**src/rtl/irq_sel_pkg.sv**
```systemverilog
package irq_sel_pkg;
  typedef enum logic [1:0] {
    PRIV_USER  = 2'd0,
    PRIV_SUPER = 2'd1,
    PRIV_RSVD  = 2'd2,
    PRIV_MACH  = 2'd3
  } priv_e;

  localparam int GRP_MACH  = 0;
  localparam int GRP_SUPER = 1;
  localparam int NGRP      = 2;
endpackage

```
**src/rtl/irq_timer_cmp.sv**
```systemverilog
module irq_timer_cmp #(
  parameter int TW = 16
) (
  input  logic          clk,
  input  logic          rst_n,
  input  logic [TW-1:0] rtc,
  input  logic          cmp_wr,
  input  logic [TW-1:0] cmp_wdata,
  output logic          mtip
);
  logic [TW-1:0] cmp_q;
  logic          mtip_q;

  always_ff @(posedge clk) begin
    if (!rst_n) begin
      cmp_q  <= '1;
      mtip_q <= 1'b0;
    end else if (cmp_wr) begin
      cmp_q  <= cmp_wdata;
      mtip_q <= 1'b0;
    end else if (rtc >= cmp_q) begin
      mtip_q <= 1'b1;
    end
  end

  assign mtip = mtip_q;

  p_wr_clears_r8: assert property (@(posedge clk) disable iff (!rst_n)
    cmp_wr |=> !mtip_q);
  p_reach_sets_r7: assert property (@(posedge clk) disable iff (!rst_n)
    (!cmp_wr && rtc >= cmp_q) |=> mtip_q);
  p_sticky_r7: assert property (@(posedge clk) disable iff (!rst_n)
    (mtip_q && !cmp_wr) |=> mtip_q);
endmodule

```
**src/rtl/irq_lowest_pick.sv**
```systemverilog
module irq_lowest_pick #(
  parameter int N = 8,
  localparam int IW = (N > 1) ? $clog2(N) : 1
) (
  input  logic [N-1:0]  vec,
  output logic          hit,
  output logic [IW-1:0] idx
);
  always_comb begin
    hit = |vec;
    idx = '0;
    for (int i = N - 1; i >= 0; i--) begin
      if (vec[i]) idx = IW'(i);
    end
  end
endmodule

```
**src/rtl/irq_sel_top.sv**
```systemverilog
module irq_sel_top
  import irq_sel_pkg::*;
#(
  parameter int XLEN     = 32,
  parameter int NIRQ     = 8,
  parameter int TW       = 16,
  parameter int MTIP_BIT = 7
) (
  input  logic            clk,
  input  logic            rst_n,
  input  logic [1:0]      priv,
  input  logic            m_gie,
  input  logic            s_gie,
  input  logic [NIRQ-1:0] irq_pend,
  input  logic [NIRQ-1:0] irq_en,
  input  logic [NIRQ-1:0] irq_deleg,
  input  logic [TW-1:0]   rtc,
  input  logic            cmp_wr,
  input  logic [TW-1:0]   cmp_wdata,
  input  logic            insn_bnd,
  output logic            take_o,
  output logic [XLEN-1:0] cause_o,
  output logic            mtip_o
);
  localparam int IW = (NIRQ > 1) ? $clog2(NIRQ) : 1;

  logic            mtip;
  logic [NIRQ-1:0] pend_eff, cand;
  logic [NIRQ-1:0] grp_vec [NGRP];
  logic            grp_hit [NGRP];
  logic [IW-1:0]   grp_idx [NGRP];
  logic            m_ok, s_ok, take_d;
  logic [IW-1:0]   win_idx;
  logic [XLEN-1:0] cause_d;
  logic            take_q;
  logic [XLEN-1:0] cause_q;

  irq_timer_cmp #(.TW(TW)) u_timer (
    .clk(clk), .rst_n(rst_n), .rtc(rtc),
    .cmp_wr(cmp_wr), .cmp_wdata(cmp_wdata), .mtip(mtip)
  );

  always_comb begin
    pend_eff = irq_pend;
    pend_eff[MTIP_BIT] = mtip;
  end

  assign cand                = pend_eff & irq_en;
  assign grp_vec[GRP_MACH]  = cand & ~irq_deleg;
  assign grp_vec[GRP_SUPER] = cand & irq_deleg;

  for (genvar g = 0; g < NGRP; g++) begin : g_grp
    irq_lowest_pick #(.N(NIRQ)) u_pick (
      .vec(grp_vec[g]), .hit(grp_hit[g]), .idx(grp_idx[g])
    );
  end

  always_comb begin
    m_ok = (priv != PRIV_MACH) || m_gie;
    s_ok = (priv == PRIV_USER) || ((priv == PRIV_SUPER) && s_gie);
  end

  always_comb begin
    take_d  = 1'b0;
    win_idx = '0;
    if (m_ok && grp_hit[GRP_MACH]) begin
      take_d  = 1'b1;
      win_idx = grp_idx[GRP_MACH];
    end else if (s_ok && grp_hit[GRP_SUPER]) begin
      take_d  = 1'b1;
      win_idx = grp_idx[GRP_SUPER];
    end
    cause_d = '0;
    cause_d[XLEN-1] = 1'b1;
    cause_d[IW-1:0] = win_idx;
  end

  always_ff @(posedge clk) begin
    if (!rst_n) begin
      take_q  <= 1'b0;
      cause_q <= '0;
    end else if (take_d && insn_bnd) begin
      take_q  <= 1'b1;
      cause_q <= cause_d;
    end else begin
      take_q  <= 1'b0;
      cause_q <= '0;
    end
  end

  assign take_o  = take_q;
  assign cause_o = cause_q;
  assign mtip_o  = mtip;

  p_flag_bit_r6: assert property (@(posedge clk) disable iff (!rst_n)
    take_o |-> cause_o[XLEN-1]);
  p_idle_zero_r6: assert property (@(posedge clk) disable iff (!rst_n)
    !take_o |-> (cause_o == '0));
  p_needs_bnd_r9: assert property (@(posedge clk) disable iff (!rst_n)
    take_o |-> $past(insn_bnd));
  p_needs_cand_r1: assert property (@(posedge clk) disable iff (!rst_n)
    take_o |-> ($past(cand) != '0));
  p_sup_blocked_r4: assert property (@(posedge clk) disable iff (!rst_n)
    (priv[1] && grp_hit[GRP_SUPER] && !grp_hit[GRP_MACH]) |=> !take_o);
endmodule

```
**config.mk**
```make
export PLATFORM = sky130hd
export DESIGN_NAME = irq_sel_top
export DESIGN_NICKNAME = d
export VERILOG_FILES = /design/src/rtl/irq_sel_pkg.sv /design/src/rtl/irq_timer_cmp.sv /design/src/rtl/irq_lowest_pick.sv /design/src/rtl/irq_sel_top.sv
export SDC_FILE = /design/constraint.sdc
export NUM_CORES = 1
export LEC_CHECK = 0
export ABC_CLOCK_PERIOD_IN_PS = 2000
export BUFFER_PORTS_ARGS = -buffer_cell sky130_fd_sc_hd__buf_4
export CAP_MARGIN = 30
export CORE_MARGIN = 2
export CORE_UTILIZATION = 29
export DETAILED_ROUTE_END_ITERATION = 10
export HOLD_SLACK_MARGIN = 0.08
export PLACE_DENSITY = 0.66
export SLEW_MARGIN = 20
export SYNTH_ARGS = -nofsm -noshare
export SYNTH_HDL_FRONTEND = slang
export SYNTH_SLANG_ARGS = --single-unit
```
**constraint.sdc**
```tcl
create_clock -name clk -period 2 [get_ports clk]
set_input_delay 0.1 -clock clk [delete_from_list [all_inputs] [get_ports clk]]
set_output_delay 0.1 -clock clk [all_outputs]
set_load 0.02 [all_outputs]
```
After elaboration in Yosys (flattened, before gate mapping)
Cells that the tools add are included.
{ "totals": {"regBits": 50, "inputBits": 64, "output_inout_bits": 34, "wordCells": 46} }
{ "classes": {"n_lt_le_gt_ge": 1, "n_eq_ne": 2, "mux": 22, "n_bitwise": 5, "n_reduce_logical": 11} }
{ "ops": {"columns": ["operator", "n"], "rows": [
  ["2-to-1 mux 3 bit", 18],
  ["2-to-1 mux 32 bit", 1],
  ["AND 8 bit", 3],
  [">= comparator 16 bit", 1],
  ["OR reduction 8 bit", 2],
  ["NOT 8 bit", 1],
  ["logical AND 1 bit", 4],
  ["2-to-1 mux 1 bit", 3],
  ["equality test 2 x 1 -> 1 bit (second input constant)", 1],
  ["logical NOT 2 bit", 1],
  ["logical OR 1 bit", 2],
  ["inequality test 2 bit (second input constant)", 1],
  ["AND reduction 2 bit", 1],
  ["OR reduction 2 bit", 1],
  ["NOT 1 bit", 1]
]} }

Logic depth before layout (Yosys ltp)
Gate-level depths: netlist of run 1.
{ "logic_depth": {"depth_word": 13, "depth_mapped": 7, "mapped_depth_nobuf": 7} }

Cells and area by module
A second synthesis of run 1 with hierarchy kept.
{ "unflattened": {"hier_cells": 213, "area_unflattened_um2": 1632.8} }
{ "by_module_without_submodules": {"columns": ["mod", "instances", "cells_each", "area_each_um2", "seq_area_each_um2"], "rows": [
  ["irq_timer_cmp", 1, 112, 940.9, 340.3],
  ["irq_sel_top", 1, 75, 529.3, 80.1],
  ["irq_lowest_pick", 2, 13, 81.3, 0.0]
]} }

Least setup slack after synthesis of run 1
OpenSTA, ideal clock, no wires.
{ "synth_path": {"path_type": "register to register", "from": "register u_timer.cmp_q[3]", "to": "register u_timer.mtip_q (netlist: u_timer.mtip)", "setup_ns": 0.132, "arrival_ns": 1.454, "t_required_ns": 1.868, "slack_ns": 0.414, "stages_incl_launch_ff": 7, "path_buffers": 0, "path_cell_list": "dfxtp_1 > inv_1 > ha_1 > a2111oi_2 > o21ai_1 > a2111oi_2 > o32ai_1"} }
{ "synth_between": {"elab_chain_cells": 1} }
{ "synth_rtl": {"columns": ["item", "line_no", "source"], "rows": [
  ["start, declared", "irq_timer_cmp.sv:11", "logic [TW-1:0] cmp_q;"],
  ["start signal, assigned", "irq_timer_cmp.sv:19", "cmp_q <= cmp_wdata;"],
  [">= comparator 16 bit", "irq_timer_cmp.sv:21", "end else if (rtc >= cmp_q) begin"],
  ["end signal, assigned", "irq_timer_cmp.sv:17", "mtip_q <= 1'b0;"],
  ["end signal, assigned", "irq_timer_cmp.sv:20", "mtip_q <= 1'b0;"],
  ["end signal, assigned", "irq_timer_cmp.sv:22", "mtip_q <= 1'b1;"],
  ["end, declared", "irq_timer_cmp.sv:12", "logic mtip_q;"]
]} }
No other way between the ends.
A chain may end at the register's enable or synchronous reset.

Worst setup path after layout of run 1
Same ends and word-level chain as after synthesis.

==> impl_metrics.json, run 1 <==
{
  "status": "finished clean",
  "hpwlAfterDp_mm": 2.91,
  "clock_path_buffers": 2,
  "end_kind": "flop",
  "wire_per_inst_um": 10.7,
  "globalplace.congestion": 0.726,
  "wl_mm": 3.68,
  "drtIter0Drc": 55,
  "total_power_uw": 1090,
  "setup_violations": 0,
  "diodes": 0,
  "dr_total_vias": 1520,
  "path_class": "flop to flop",
  "tns_ns": 0,
  "synth_flop_cell": "dfxtp_1",
  "cp_slowest_stage_delay_ns": 0.38,
  "powerDensity_nw_per_um2": 488,
  "worstPathArrival_ns": 1.87,
  "reg2regPathDepth": 6,
  "min_period_over_period": 0.869,
  "numCtsBuffers": 3,
  "route.detailed.drc": 0,
  "final_common_cell": "buf_4",
  "grt_pass1_wl_mm": 5.79,
  "rsz0062_at_grt": "false",
  "start_util": 0.304,
  "insertion_delay_ns": 0.26,
  "synth_warnings": 0,
  "clock_skew_ns": 0.000407,
  "die_w_um": 77.6,
  "gr-usage-met3": 0.0244,
  "std_cell_rows": 26,
  "grt_pass1_vias": 1344,
  "crit_chain": "inv_1, ha_1, a2111oi_2, o21ai_1, a2111oi_2, o32ai_1",
  "gr-usage-met2": 0.209,
  "track_usage": 0.118,
  "yosysTopAreaCell": "dfxtp_1",
  "cp.required_ns": 2.13,
  "cts.sinks": 21,
  "setup.worst_path.start_class": "flop",
  "slew_viol_final": 0,
  "cp_max_fo": 2,
  "netlist_area_um2": 1570,
  "peakVddDrop_uv": 243,
  "synth_top_area_frac": 0.267,
  "synthCells": 195,
  "grt_util_met1": 0.145,
  "clk_pin_slew_ns": 0.08,
  "crit_buf_inv": 1,
  "yosys-top-cells-area": "dfxtp_1 27%, buf_4 14%, ha_1 13%, o211ai_1 7.6%, nand2_1 6.0%",
  "drive_gt1_frac": 0.276,
  "min_from": "rst_n",
  "finalHoldViolCount": 0,
  "max_freq_ghz": 0.575,
  "crit_top_cell": "a2111oi_2",
  "final_cell_mix": "68 x buf_4, 28 x conb_1, 25 x nand2_1",
  "synth_edf_count": 0,
  "nNetsFinal": 356,
  "hold_path_class": "input pin to flop",
  "ys_seq_area_frac": 0.267,
  "cap_violations": 0,
  "grt-busiest-layer": "met2",
  "r2r_start": "u_timer.cmp_q[3]",
  "reg2reg_slack_ns": 0.26,
  "ys_ff_latch": 21,
  "min_to": "u_timer.cmp_q[0]",
  "nFillCells": 556,
  "final_core_util": 0.433,
  "crit_slowest_cell": "a2111oi_2",
  "root_buffer": "clkbuf_8",
  "cp_top_family": "compound AO/OA/AOI/OAI gates",
  "postSynth.asyncResetShare": 0,
  "grt_max_degree": 34,
  "r2r_end": "u_timer.mtip",
  "antenna_found_initial": 0,
  "cts_max_level": 1,
  "dr.pass1.iters": 4,
  "syn_area_per_cell_um2": 8.07,
  "vias_per_cell": 4.41,
  "cts_tree": "built",
  "postRouteAntennaNets": 0,
  "syn2layout_area_growth_pct": 42.3,
  "overflow": 0,
  "min_path_cells": 2,
  "min_period_ns": 1.74,
  "synth_cell_type_count": 33,
  "top_level_ports": 98,
  "post_cts.repair.setup_buffers": 0,
  "core-area_um2": 5170,
  "io_buffers": 68,
  "die-area_um2": 6030,
  "cellLeakagePower_uw": 0.00118,
  "die_h_um": 77.6
}
==> layout make-up <==
type,instances,area (um2),share of cell area
Clock inverter,1,5.00,0.00224
Sequential cell,21,420,0.188
Clock buffer,3,41.3,0.0184
Multi-Input combinational cell,147,942,0.421
Timing Repair Buffer,84,671,0.300
Tap cell,70,87.6,0.0391
Inverter,19,71.3,0.0319
==> Yosys cell counts (4+ instances only) <==
cell type,number
buf_4,29
inv_1,19
ha_1,16
dfxtp_1,21
o211ai_1,16
clkbuf_1,6
nand4_1,5
nand3b_1,7
o21ai_1,4
a21oi_1,6
nand2_1,25
nand3_1,11
==> routing by layer <==
layer,share of wire,wire length (um)
met3,0.060,219
met4,0.0073,27
met1,0.45,1670
met2,0.48,1760
met5,0,0
==> repair_timing <==
item / CTS / global route
resized for setup: 0 / 0
endpoints found under the hold margin: 16 / 0
hold buffers: 16 / 0
endpoints found under the setup margin: 0 / 0
==> worst max path at each step <==
stage                     startpoint      endpoint  slack, ns  depth (start not counted)
floorplan           u_timer.cmp_q[3]  u_timer.mtip       0.41                          6
global placement    u_timer.cmp_q[3]  u_timer.mtip       0.28                          6
detailed placement  u_timer.cmp_q[3]  u_timer.mtip       0.27                          6
CTS                 u_timer.cmp_q[3]  u_timer.mtip       0.24                          6
global route        u_timer.cmp_q[3]  u_timer.mtip       0.17                          6
finish              u_timer.cmp_q[3]  u_timer.mtip       0.26                          6
==> where the power goes <==
group	switching (uW)	internal (uW)	total, uW
registers	7.79	445	453
logic	183	178	361
clock network	140	139	279
total	331	761	1090
==> cells by family (layout without fill, tap and decap cells) <==
group                    after synthesis  in the layout  share of synthesized area
AO/OA/AOI/OAI                         44             44                      0.207
buffers and inverters                 54            107                      0.198
flip-flops                            21             21                      0.267
AND/OR/NAND/NOR                       57             57                      0.185
multiplexers                           2              2                     0.0135
other                                  1             28                    0.00238
adder cells (fa/ha/maj)               16             16                      0.127
==> through the flow <==
step | setup WS, ns | instance area [um2] | hold WS [ns] | std cells
2_1_floorplan | 0.414 | 1670 | 0.226 | 222
5_1_grt | 0.165 | 2240 | 0.151 | 345
4_1_cts | 0.238 | 2240 | 0.118 | 345
3_3_place_gp | 0.281 | 2030 | 0.317 | 325
3_5_place_dp | 0.269 | 2030 | 0.321 | 325
6_report | 0.262 | 2240 | 0.137 | 345
==> state kept, by name, summed over array words and instances, names as in the netlist <==
register,flops
cause_o,4
u_timer.cmp_q,16
u_timer.mtip,1
Power figures use the tool's default switching activity.
==> run 2, diff against run 1 <==
==> constraint.sdc (replaced) <==
create_clock -name clk -period 2 [get_ports clk]
set_input_delay 0.3 -clock clk [delete_from_list [all_inputs] [get_ports clk]]
set_output_delay 0.3 -clock clk [all_outputs]
set_load 0.02 [all_outputs]
==> impl_metrics.json, run 2 (synthesis results as in run 1) <==
{
  "r2r_end": "u_timer.mtip",
  "powerDensity_nw_per_um2": 512,
  "slew_viol_final": 0,
  "crit_slowest_cell": "a2111oi_2",
  "largest_reg_flops": 16,
  "grt_pass1_vias": 1251,
  "io_buffers": 68,
  "cts.sinks": 21,
  "die-area_um2": 6030,
  "numCtsBuffers": 3,
  "cp_top_family": "compound AO/OA/AOI/OAI gates",
  "cts_resized": 0,
  "wire_per_inst_um": 10.7,
  "clock_path_buffers": 2,
  "peakVddDrop_uv": 250,
  "dpl-instance-area_um2": 2030,
  "drtIter0Drc": 57,
  "worstPathArrival_ns": 1.86,
  "fin_hold_ws_ns": 0.253,
  "root_buffer": "clkbuf_8",
  "cts_tree": "built",
  "rsz0062_at_grt": "false",
  "final_core_util": 0.402,
  "crit_chain": "inv_1, ha_1, a2111oi_2, o21ai_1, a2111oi_2, o32ai_1",
  "postRouteAntennaNets": 0,
  "diodes": 0,
  "clock_skew_ns": 0.00174,
  "r2r_start": "u_timer.cmp_q[3]",
  "reg2reg_slack_ns": 0.27,
  "antenna_found_initial": 0,
  "dr.pass1.iters": 4,
  "die_h_um": 77.6,
  "cts_max_level": 1,
  "route.detailed.drc": 0,
  "clk_pin_slew_ns": 0.08,
  "min_from": "cmp_wdata[13]",
  "path_class": "flop to flop",
  "die_w_um": 77.6,
  "hold_path_class": "input pin to flop",
  "final_cell_mix": "68 x buf_4, 28 x conb_1, 25 x nand2_1",
  "finalHoldViolCount": 0,
  "cellLeakagePower_uw": 0.00111,
  "fin_area_um2": 2080,
  "std_cell_rows": 26,
  "crit_buf_inv": 1,
  "insertion_delay_ns": 0.26,
  "max_freq_ghz": 0.579,
  "drive_gt1_frac": 0.293,
  "min_period_over_period": 0.863,
  "grt_pass1_wl_mm": 5.45,
  "cp_slowest_stage_delay_ns": 0.35,
  "ctsHoldBuffers": 0,
  "min_to": "u_timer.cmp_q[13]",
  "min_path_cells": 3,
  "cp_max_fo": 2,
  "hpwlAfterDp_mm": 2.91,
  "globalplace.congestion": 0.719,
  "track_usage": 0.113,
  "nNetsFinal": 340,
  "crit_top_cell": "a2111oi_2",
  "setup_violations": 0,
  "syn2layout_area_growth_pct": 32.1,
  "core-area_um2": 5170,
  "min_period_ns": 1.73,
  "setup.worst_path.start_class": "flop",
  "dr_total_vias": 1465,
  "overflow": 0,
  "wl_mm": 3.52,
  "top_level_ports": 98,
  "post_cts.repair.setup_buffers": 0,
  "cap_violations": 0,
  "final_common_cell": "buf_4",
  "vias_per_cell": 4.45,
  "end_kind": "flop",
  "tns_ns": 0,
  "reg2regPathDepth": 6,
  "start_util": 0.304,
  "cp.required_ns": 2.14,
  "grt_max_degree": 34,
  "top_register": "u_timer.cmp_q",
  "status": "finished clean"
}
run 2: cell count changes in the layout (fill, tap and decap cells not counted), sizes merged:
cell / previous run / this run
dlygate4sd3: 16 / 0
run 2: worst max-delay path by stage:
stage | slack (ns) | cells after the start | start | endpoint
floorplan | 0.41 | 6 | u_timer.cmp_q[3] | u_timer.mtip
global placement | 0.17 | 6 | rtc[3] | u_timer.mtip
detailed placement | 0.14 | 6 | rtc[3] | u_timer.mtip
CTS | 0.23 | 6 | u_timer.cmp_q[3] | u_timer.mtip
global route | 0.09 | 6 | u_timer.cmp_q[3] | u_timer.mtip
finish | 0.27 | 6 | u_timer.cmp_q[3] | u_timer.mtip
run 2: worst register-to-register path, delay by kind of cell (launching register included):
family	cells	cell delay [ns]
AO/OA/AOI/OAI	4	0.95
adder cells (fa/ha/maj)	1	0.29
buffers and inverters	1	0.05
flip-flops	1	0.31
run 2: stage by stage:
| stage | std cells | total power (uW) | setup WS, ns |
|---|---|---|---|
| 3_3_place_gp | 325 | 795 | 0.170 |
| 5_1_grt | 329 | 1140 | 0.0916 |
| 6_report | 329 | 1060 | 0.274 |
| 3_5_place_dp | 325 | 800 | 0.143 |
| 2_1_floorplan | 222 | 702 | 0.414 |
| 4_1_cts | 329 | 1090 | 0.226 |
run 2: where the power goes:
group / switching [uW] / internal [uW]
Sequential: 8.42 / 445
Combinational: 177 / 157
Clock: 138 / 139
run 2: area by class of cell:
cell class | instances | area (um2)
tap | 70 | 87.6
fill | 544 | 3090
sequential | 21 | 420
timing repair buffer | 68 | 510
clock buffer | 3 | 41.3
inverter | 19 | 71.3
clock inverter | 1 | 5.00
multi-input combinational | 147 | 942
run 2: layer usage:
layer	global-route usage	wire, um	vias up
met1	0.143	1570	638
met4	0.0375	44	0
met5	0	0	-
li1	-	-	760
met2	0.189	1650	63
met3	0.0256	261	4
==> run 3, diff against run 2 <==
- ABC_AREA: default -> 1
- PLACE_DENSITY: 0.66 -> 0.65
==> impl_metrics.json, run 3 <==
{
  "die_w_um": 80.4,
  "dp_cells": 375,
  "top_level_ports": 98,
  "setup.worst_path.start_class": "flop",
  "cts_tree": "built",
  "wire_per_inst_um": 9.49,
  "post_cts.repair.setup_buffers": 0,
  "track_usage": 0.112,
  "cp.required_ns": 2.21,
  "startpoint": "u_timer.cmp_q[7]",
  "ys_seq_area_frac": 0.248,
  "path_class": "flop to flop",
  "dr_total_vias": 1578,
  "clock_path_buffers": 2,
  "cap_violations": 0,
  "reg2regPathDepth": 8,
  "std_cell_rows": 27,
  "clock_skew_ns": 0.000946,
  "switchingPower_uw": 352,
  "worst_slack_ns": 0.573,
  "netlist_area_um2": 1690,
  "nFillCells": 592,
  "postSynth.asyncResetShare": 0,
  "largest_reg_flops": 16,
  "stdcell_count": 379,
  "globalplace.congestion": 0.737,
  "final_cell_mix": "68 x buf_4, 37 x nand2_1, 35 x inv_1",
  "cp_max_fo": 3,
  "synthCells": 241,
  "peakVddDrop_uv": 170,
  "ctsHoldBuffers": 0,
  "diodes": 0,
  "p_sw_frac": 0.320,
  "tns_ns": 0,
  "numCtsBuffers": 3,
  "crit_slowest_cell": "nor4_1",
  "pwr-share-clk": 0.252,
  "postRouteAntennaNets": 0,
  "status": "finished clean",
  "min_period_over_period": 0.714,
  "hpwlAfterDp_mm": 3.08,
  "worst_slew_pin_slew_ns": 0.520,
  "r2r_start": "u_timer.cmp_q[7]",
  "cp-endpoint": "u_timer.mtip",
  "setup_violations": 0,
  "yosys-top-cells-area": "dfxtp_1 25%, buf_4 13%, ha_1 12%, nand2_1 8.2%, inv_1 7.8%",
  "core-area_um2": 5570,
  "root_buffer": "clkbuf_8",
  "max_freq_ghz": 0.701,
  "end_kind": "flop",
  "ys_ff_latch": 21,
  "yosysTopAreaCell": "dfxtp_1",
  "p_int_uw": 748,
  "worstPathArrival_ns": 1.64,
  "r2r_end": "u_timer.mtip",
  "slew_headroom": 0.651,
  "reg2reg_slack_ns": 0.57,
  "crit_chain": "inv_1, ha_1, nand2_1, nor4_1, nand2_1, nand4_1, nand2_1, inv_1",
  "cellLeakagePower_uw": 0.00128,
  "rsz0062_at_grt": "false",
  "p_seq_frac": 0.412,
  "wl_mm": 3.60,
  "start_util": 0.304,
  "vias_per_cell": 4.16,
  "top_register": "u_timer.cmp_q",
  "cp_slowest_stage_delay_ns": 0.38,
  "synth_warnings": 0,
  "overflow": 0,
  "min_period_ns": 1.43,
  "syn_area_per_cell_um2": 7.02,
  "final_common_cell": "buf_4",
  "drive_gt1_frac": 0.300,
  "post-place-ws_ns": 0.525,
  "nNetsFinal": 388,
  "slew_viol_final": 0,
  "grt_max_degree": 34,
  "dr.pass1.iters": 3,
  "die_h_um": 80.4,
  "synth_common_cells": "37 x nand2_1, 35 x inv_1, 29 x buf_4, 26 x a21oi_1, 21 x dfxtp_1",
  "grt_pass1_wl_mm": 5.89,
  "hold_path_class": "input pin to flop",
  "powerDensity_nw_per_um2": 498,
  "insertion_delay_ns": 0.26,
  "die-area_um2": 6460,
  "cts.sinks": 21,
  "yosysMostFrequentCell": "nand2_1",
  "synth_flop_cell": "dfxtp_1",
  "syn2layout_area_growth_pct": 30.4,
  "io_buffers": 68,
  "synth_top_area_frac": 0.248,
  "cts_max_level": 1,
  "synth_cell_type_count": 26,
  "finalHoldViolCount": 0,
  "route.detailed.drc": 0,
  "combPwrFrac": 0.337,
  "grt_pass1_vias": 1503,
  "drtIter0Drc": 25,
  "cts_resized": 0,
  "synth_edf_count": 0,
  "crit_top_cell": "nand2_1",
  "antenna_found_initial": 0,
  "clk_pin_slew_ns": 0.08
}
==> run 3: cell types whose count changed in the layout (fill, tap and decap cells not counted), sizes merged, moves of 3 or more <==
cell,previous run,this run
a21oi,6,27
nor2,1,14
o21ai,8,20
inv,19,37
a21o,3,0
nand2,25,45
nand4,5,2
o211ai,16,0
nand3b,7,1
nand3,11,16
==> run 3: worst min path at each step <==
| stage | from | end | slack [ns] | cells after the start |
|---|---|---|---|---|
| global route | cmp_wdata[9] | u_timer.cmp_q[9] | 0.25 | 3 |
| floorplan | cmp_wdata[10] | u_timer.cmp_q[10] | 0.42 | 2 |
| CTS | cmp_wdata[10] | u_timer.cmp_q[10] | 0.25 | 3 |
| global placement | u_timer.cmp_q[5] | u_timer.cmp_q[5] | 0.45 | 2 |
| finish | cmp_wdata[10] | u_timer.cmp_q[10] | 0.25 | 3 |
| detailed placement | u_timer.cmp_q[15] | u_timer.cmp_q[15] | 0.46 | 2 |
==> run 3: layout make-up <==
type | count | area, um2 | area share
repair buffers | 68 | 510 | 0.231
inverters | 38 | 143 | 0.0646
multi-input cells | 176 | 998 | 0.452
flip-flops and latches | 21 | 420 | 0.190
clock buffers | 4 | 45.0 | 0.0204
well taps | 72 | 90.1 | 0.0408
==> run 3: cell families after synthesis <==
logic type | after synthesis | synth area share
AOI/OAI and AO/OA | 50 | 0.153
adders and majority gates | 16 | 0.118
buffers and inverters | 71 | 0.222
DFF | 21 | 0.248
other | 1 | 0.00222
and+or+nand+nor | 82 | 0.256
==> run 3: power groups by stage <==
stage | registers [uW] | logic [uW] | clock network (uW)
after detailed placement | 463 | 373 | 0
final | 453 | 370 | 277
after global placement | 463 | 366 | 0
after floorplan | 467 | 264 | 0
after global routing | 455 | 420 | 309
after CTS | 453 | 375 | 290
==> run 3: critical path, delay by kind of cell, from the launching register on <==
kind	cells	cell delay [ns]
DFF	1	0.31
adders and majority gates	1	0.29
buffers and inverters	2	0.08
and+or+nand+nor	5	0.69
==> run 3: per-layer routing <==
layer / vias up / GRT usage / routed length [um]
li1: 853 / - / -
met1: 665 / 0.123 / 1560
met2: 58 / 0.221 / 1760
met3: 2 / 0.0169 / 258
met4: 0 / 0.0305 / 18
met5: - / 0 / 0
==> run 3: through the flow <==
stage,hold WS (ns),power (uW),utilization,cell area [um2]
after global placement,0.451,829,0.388,2160
after global routing,0.253,1180,0.396,2210
after detailed placement,0.460,836,0.388,2160
final,0.252,1100,0.396,2210
after CTS,0.246,1120,0.396,2210
after floorplan,0.422,731,-,1790
